$ cat src/rtl/jdc_pkg.sv
package jdc_pkg;
  // Synchronized control levels and the edges found on them
  typedef struct packed {
    logic cnt_lvl;
    logic cnt_rise;
    logic en_n_lvl;
    logic en_fall;
  } ctl_evt_t;
endpackage

$ cat src/rtl/jdc_edge_sync.sv
module jdc_edge_sync #(
  parameter int SYNC_STAGES = 2
) (
  input  logic              clk,
  input  logic              cnt_async,
  input  logic              en_n_async,
  output jdc_pkg::ctl_evt_t evt
);
  logic [SYNC_STAGES-1:0] cnt_pipe;
  logic [SYNC_STAGES-1:0] en_pipe;
  logic                   cnt_prev;
  logic                   en_prev;

  // Reset-free synchronizer chains; the clear window flushes them
  always_ff @(posedge clk) begin
    cnt_pipe <= {cnt_pipe[SYNC_STAGES-2:0], cnt_async};
    en_pipe  <= {en_pipe[SYNC_STAGES-2:0], en_n_async};
    cnt_prev <= cnt_pipe[SYNC_STAGES-1];
    en_prev  <= en_pipe[SYNC_STAGES-1];
  end

  always_comb begin
    evt.cnt_lvl  = cnt_pipe[SYNC_STAGES-1];
    evt.en_n_lvl = en_pipe[SYNC_STAGES-1];
    evt.cnt_rise = cnt_pipe[SYNC_STAGES-1] & ~cnt_prev;
    evt.en_fall  = ~en_pipe[SYNC_STAGES-1] & en_prev;
  end
endmodule

$ cat src/rtl/jdc_ring.sv
module jdc_ring #(
  parameter int RING_BITS = 5
) (
  input  logic                 clk,
  input  logic                 clear,
  input  logic                 advance,
  input  logic                 hit_last,
  output logic [RING_BITS-1:0] ring_q,
  output logic                 legal
);
  logic [RING_BITS-1:0] twist_next;

  // A legal twisted-ring word has at most one boundary between neighbouring bits
  always_comb begin
    legal      = ($countones(ring_q[RING_BITS-2:0] ^ ring_q[RING_BITS-1:1]) <= 1);
    twist_next = {ring_q[RING_BITS-2:0], ~ring_q[RING_BITS-1]};
  end

  always_ff @(posedge clk or posedge clear) begin
    if (clear)         ring_q <= '0;
    else if (!legal)   ring_q <= '0;
    else if (advance)  ring_q <= hit_last ? '0 : twist_next;
  end

  AST_HOLD_IDLE: assert property (@(posedge clk) disable iff (clear)
    (legal && !advance) |=> ($stable(ring_q) || !legal));
  AST_ONE_BIT_STEP: assert property (@(posedge clk) disable iff (clear)
    (legal && advance && !hit_last) |=> (($countones(ring_q ^ $past(ring_q)) == 1) || !legal));
  AST_ILLEGAL_RECOVER: assert property (@(posedge clk) disable iff (clear)
    !legal |=> (ring_q == '0));
endmodule

$ cat src/rtl/jdc_decode.sv
module jdc_decode #(
  parameter int RING_BITS = 5,
  localparam int NUM_OUT  = 2 * RING_BITS
) (
  input  logic [RING_BITS-1:0] ring_q,
  output logic [NUM_OUT-1:0]   q_vec,
  output logic                 carry
);
  // Two-input decode per state: the ring boundary position names the state
  assign q_vec[0]         = ~ring_q[RING_BITS-1] & ~ring_q[0];
  assign q_vec[RING_BITS] =  ring_q[RING_BITS-1] &  ring_q[0];

  for (genvar i = 1; i < RING_BITS; i++) begin : g_dec
    assign q_vec[i]             =  ring_q[i-1] & ~ring_q[i];
    assign q_vec[RING_BITS + i] = ~ring_q[i-1] &  ring_q[i];
  end

  // First half of the cycle has the top stage still clear
  assign carry = ~ring_q[RING_BITS-1];
endmodule

$ cat src/rtl/johnson_decade_counter.sv
module johnson_decade_counter #(
  parameter int  RING_BITS   = 5,
  parameter int  SYNC_STAGES = 2,
  localparam int NUM_OUT     = 2 * RING_BITS,
  localparam int MOD_W       = $clog2(NUM_OUT + 1)
) (
  input  logic               clk,
  input  logic               clear,
  input  logic               count_in,
  input  logic               enable_n,
  input  logic [MOD_W-1:0]   modulus,
  output logic [NUM_OUT-1:0] q_out,
  output logic               carry_out
);
  jdc_pkg::ctl_evt_t    evt;
  logic [RING_BITS-1:0] ring_q;
  logic                 legal;
  logic                 advance;
  logic                 hit_last;
  logic [MOD_W-1:0]     last_idx;

  jdc_edge_sync #(.SYNC_STAGES(SYNC_STAGES)) u_sync (
    .clk        (clk),
    .cnt_async  (count_in),
    .en_n_async (enable_n),
    .evt        (evt)
  );

  // Either control may clock; a coincident pair still yields one strobe
  assign advance = ~clear & ((evt.cnt_rise & ~evt.en_n_lvl) | (evt.en_fall & evt.cnt_lvl));

  always_comb begin
    if (modulus >= MOD_W'(2) && modulus <= MOD_W'(NUM_OUT)) last_idx = modulus - MOD_W'(1);
    else                                                      last_idx = MOD_W'(NUM_OUT - 1);
  end

  assign hit_last = q_out[last_idx];

  jdc_ring #(.RING_BITS(RING_BITS)) u_ring (
    .clk      (clk),
    .clear    (clear),
    .advance  (advance),
    .hit_last (hit_last),
    .ring_q   (ring_q),
    .legal    (legal)
  );

  jdc_decode #(.RING_BITS(RING_BITS)) u_dec (
    .ring_q (ring_q),
    .q_vec  (q_out),
    .carry  (carry_out)
  );

  AST_SINGLE_HOT: assert property (@(posedge clk) disable iff (clear)
    legal |-> ($countones(q_out) == 1));
  AST_CARRY_HALF: assert property (@(posedge clk) disable iff (clear)
    legal |-> (carry_out == (|q_out[RING_BITS-1:0])));
  AST_CLEAR_STATE: assert property (@(posedge clk)
    clear |-> (q_out == NUM_OUT'(1) && carry_out));
  AST_DUAL_EDGE_ONE_STEP: assert property (@(posedge clk) disable iff (clear)
    (advance && legal && !hit_last) |=> (q_out == ($past(q_out) << 1)));
  AST_WRAP_AT_LAST: assert property (@(posedge clk) disable iff (clear)
    (advance && legal && hit_last) |=> (q_out == NUM_OUT'(1)));
endmodule

$ cat config.mk
export PLATFORM = sky130hd
export DESIGN_NAME = johnson_decade_counter
export DESIGN_NICKNAME = d
export VERILOG_FILES = /design/src/rtl/jdc_pkg.sv /design/src/rtl/jdc_edge_sync.sv /design/src/rtl/jdc_ring.sv /design/src/rtl/jdc_decode.sv /design/src/rtl/johnson_decade_counter.sv
export SDC_FILE = /design/constraint.sdc
export NUM_CORES = 1
export LEC_CHECK = 0
export ABC_AREA = 1
export CAP_MARGIN = 0
export CORE_MARGIN = 4
export CORE_UTILIZATION = 40
export CTS_CLUSTER_SIZE = 28
export DETAILED_ROUTE_END_ITERATION = 8
export GPL_TIMING_DRIVEN = 1
export PLACE_DENSITY_LB_ADDON = 0.1
export SYNTH_ARGS = -nofsm -noshare
export SYNTH_HDL_FRONTEND = slang
export SYNTH_SLANG_ARGS = --single-unit
$ cat constraint.sdc
create_clock -name clk -period 2.6 [get_ports clk]
set_input_delay 0.65 -clock clk [delete_from_list [all_inputs] [get_ports clk]]
set_output_delay 0.65 -clock clk [all_outputs]
set_load 0.005 [all_outputs]
==> impl_summary.md, run 1 <==
Logic synthesis
Counting instances in the post-synthesis netlist gives the leading cell types as inv_1 (26), nand2_1 (23), ha_1 (13). Of the total synthesized cell area, the portion taken by full adders, half adders and majority gates is 21.1%. After Yosys synthesis, and, or, nand and nor cells account for 35.1% of the synthesized area.

The post-synthesis xor/xnor area fraction is 1.01%. The synthesized netlist devotes 2.45% of its cell area to compound gates. A synthesized cell averages 7.67 um^2.

The synthesized netlist contains 21 unique library cells. ha_1 takes more of the synthesized area than any other cell. The area share of the largest cell type after synthesis is 18.8%.

The cell area that synthesis handed to floorplanning was 867 um^2. In the synthesized netlist the async set-or-reset flop fraction comes to 45.5%. The number of synthesized flops with an enable pin is 0. During synthesis, Yosys emitted a total of 0 warnings. The post-synthesis mux area share is 0%. The sequential element share of the synthesized area is 28.3%.

After synthesis, the largest family of logic cells by area is simple AND/OR/NAND/NOR gates. The number of nets produced by synthesis is 135. The most used flip-flop cell after synthesis is dfxtp_1. Among all cell types in the netlist, the one instantiated most often is inv_1. The number of synthesized register bits is 11. Yosys attributes the largest share of cell area to ha_1 (19%), dfrtp_1 (14%), dfxtp_1 (14%).

The gate count after technology mapping is 113.

Timing
Based on the critical path, the design can be clocked at up to 424 MHz. Setup repair after global routing left no endpoint under its margin. The accumulated negative setup slack is 0 ns. The setup skew after layout is 0.00753 ns. The actual transition at the worst max-transition pin is 0.359 ns. The number of hold violations in the final report is 0.

In the finished design, the share of the clock period the worst path needs comes to 90.6%. The count of pins over their slew limit is 0. The remaining max-slew budget at the tightest pin is 75.9%. The minimum clock period is 2.36 ns. The total of endpoints with negative setup slack in the final report is 0.

Critical path
Along the worst path, the maximum fanout reaches 5. The kind of cell with the highest combined delay along the critical path is adder cells. The most numerous cell on the critical path is ha_1. The signal on the critical path passes through inv_1 > ha_1 > inv_1 > ha_1 > ha_1 > fa_1 > nor2_1 > nand2_1 > nor2_1 > nand3_1 > nand2_1. The category of the most critical setup path is register to register.

The category of the worst setup path launch point is a register. The element type at the critical path end is a register. The number of cells on the worst reg-to-reg path is 11. The slowest stage of the critical path belongs to the cell fa_1. On the worst path, the slowest cell contributes a delay of 0.45 ns. STA puts the critical path data arrival time at 2.56 ns. The critical path buffer and inverter count is 2.

The number of logic stages on the critical path including buffering is 11. STA puts the critical path data required time at 2.80 ns.

Finish
The number of antenna diodes in the final layout is 0. After routing the design area is 1120 um^2. The relative area change from synthesis to final layout is 29.4%. In the final design database the tool counted 160 nets. The count of cells in the finished layout, fillers not included, comes to 164. Of the cells placed in the final design, the portion with a size suffix greater than 1 is 13.1%.

Die
In this run the horizontal extent of the chip is 54.6 um. The floorplan core area is 2000 um^2. The area of the die is 2980 um^2. The initial cell density of the core is 43.3%. The floorplan row count is 16.

Pin placement for this block handled 19 I/O pins. The die is 54.6 um tall.

Global routing
Across every metal layer, demand over resource in global routing totals 13.5%. The number of global-route vias before repair came to 695. The global-route wire length before repair is 2880 um. The global route total overflow is 0. The initial antenna violation count is 0. The maximum number of pins on one net before global-route repair is 8.

Drt
In this run, the number of DRC markers left after iteration 0 of detailed routing was 28. The highest routing layer actually used is met4. Wire segments on met2 add up to 809 um in the final route. The detail-routed via count per cell is 4.71.

The residual DRC count is 0. The pre-antenna-repair detailed-routing pass consisted of 4 iterations. The post-detailed-route wirelength per cell is 10.0 um. For this block, wires on met1 add up to 708 um. The count of nets left with antenna violations once routing finished came out at 0. The met3 layer wire length in the routed design is 78 um.

The final routed wirelength across all metal layers is 1640 um. The final route contains 773 vias.

Power and ir drop
The worst-case IR drop observed on VDD is 0.421 mV. Summing internal, switching and leakage power gives 0.829 mW. The power density over the cells is 739 nW/um^2.

The reported leakage power is 0.585 nW.

CTS
The count of hold-fix buffers inserted at cts is 0. For this design, the sink count on the clock tree is 11. TritonCTS built the clock tree. The deepest level of the CTS H-tree is 1. The clock insertion delay at the later pin of the skew report is 0.26 ns. The number of setup buffers added after CTS is 0. The number of gates given a new drive strength after cts is 0. In this run, CTS created clock tree buffers numbering 3. CTS placed an instance of clkbuf_4 at the clock tree root. The buffer depth of the longest clock path is 2. The clock edge transition at the registers on the reported setup and hold paths is 0.07 ns.

Placed design
The total half-perimeter wirelength after legalization and detailed placement is 1450 um. The placer congestion estimate is 0.807. The number of cells after detailed placement is 160.

The number of buffers added on ports is 18. The placed instances occupy a cell area of 1100 um^2.

Status
The run finished with clean final reports.

Worst hold path
The cell depth of the worst hold path is 0. The min-delay analysis places its worst path in the category register to register.

Job
Max-cap violations in this run came to 0.
## sequential cells by signal, summed over array words and instances, names as in the netlist
register,flops
u_ring.ring_q,5
u_sync.cnt_pipe,2
u_sync.en_pipe,2
u_sync.cnt_prev,1
u_sync.en_prev,1
## metal layers
layer	track usage (%)	vias to the layer above
met5	0	-
met4	8.71	0
met3	1.63	6
met2	21.5	19
met1	17.0	350
li1	-	398
## worst register-to-register path: cells and delay by family (launching register included)
kind | cells | cell delay (ns)
buffers and inverters | 2 | 0.14
adders and majority gates | 4 | 1.19
and+or+nand+nor | 5 | 0.55
DFF | 1 | 0.42
## placed cells by master (no fill, tap or decap)
| cell | Yosys | layout |
|---|---|---|
| inv_1 | 26 | 26 |
| nand2_1 | 23 | 23 |
| clkdlybuf4s50_1 | 0 | 18 |
| ha_1 | 13 | 13 |
| nor2_1 | 9 | 9 |
| nand3_1 | 8 | 8 |
| dfxtp_1 | 6 | 6 |
| dfrtp_1 | 5 | 5 |
| nand3_2 | 4 | 4 |
| nand4_1 | 4 | 4 |
| clkbuf_4 | 0 | 3 |
| inv_2 | 2 | 2 |
| nand2_2 | 2 | 2 |
| nand3_4 | 2 | 2 |
| buf_4 | 0 | 2 |
| nand3b_1 | 1 | 1 |
| or2_2 | 1 | 1 |
| a21oi_2 | 1 | 1 |
| xor2_1 | 1 | 1 |
| o21ai_1 | 1 | 1 |
| nand4_2 | 1 | 1 |
| a211oi_1 | 1 | 1 |
| nor3_1 | 1 | 1 |
| fa_1 | 1 | 1 |
| clkbuf_1 | 0 | 1 |
## layout make-up
class / count / area [um^2]
inverters: 28 / 105
multi-input cells: 74 / 517
flip-flops and latches: 11 / 245
fillers: 202 / 880
well taps: 27 / 33.8
clock buffers: 4 / 26.3
repair buffers: 20 / 195
## worst paths after layout
check | startpoint | end | slack [ns]
worst min-delay path | u_sync.cnt_pipe[0]$_DFF_P_ | u_sync.cnt_pipe[1]$_DFF_P_ | 0.33
max in group asynchronous | clear | u_ring.ring_q[2]$_DFFE_PP0P_ | 1.90
worst max-delay path | u_ring.ring_q[3]$_DFFE_PP0P_ | u_ring.ring_q[0]$_DFFE_PP0P_ | 0.24
min in group asynchronous | clear | u_ring.ring_q[0]$_DFFE_PP0P_ | 0.57
worst min register to register | u_sync.cnt_pipe[0]$_DFF_P_ | u_sync.cnt_pipe[1]$_DFF_P_ | 0.33
worst max register to register | u_ring.ring_q[3]$_DFFE_PP0P_ | u_ring.ring_q[0]$_DFFE_PP0P_ | 0.24
## where the power goes
part	internal (mW)	switching, mW	total [mW]
combinational	0.246	0.238	0.484
sequential	0.201	0.0339	0.235
clock	0.0592	0.0513	0.110
total	0.506	0.323	0.829
## kinds of logic after synthesis
group | count (synthesis)
AO/OA/AOI/OAI | 3
XOR/XNOR | 1
adder cells (fa/ha/maj) | 14
buffers and inverters | 28
flip-flops | 11
AND/OR/NAND/NOR | 56
## per-stage QoR
| step | util (%) | setup slack [ns] | hold WS, ns |
|---|---|---|---|
| 2_1_floorplan | - | 0.359 | 0.310 |
| 5_1_grt | 56.1 | 0.0496 | 0.334 |
| 3_3_place_gp | 54.8 | 0.182 | 0.310 |
| 6_report | 56.1 | 0.244 | 0.327 |
| 4_1_cts | 56.1 | 0.264 | 0.331 |
| 3_5_place_dp | 54.8 | 0.149 | 0.316 |
Power figures use the tool's default switching activity.
==> run 2, diff against run 1 <==
- SLEW_MARGIN: not set -> 25
==> results of run 2 <==
The final DEF is identical to that of run 1; final timing and power are the same.
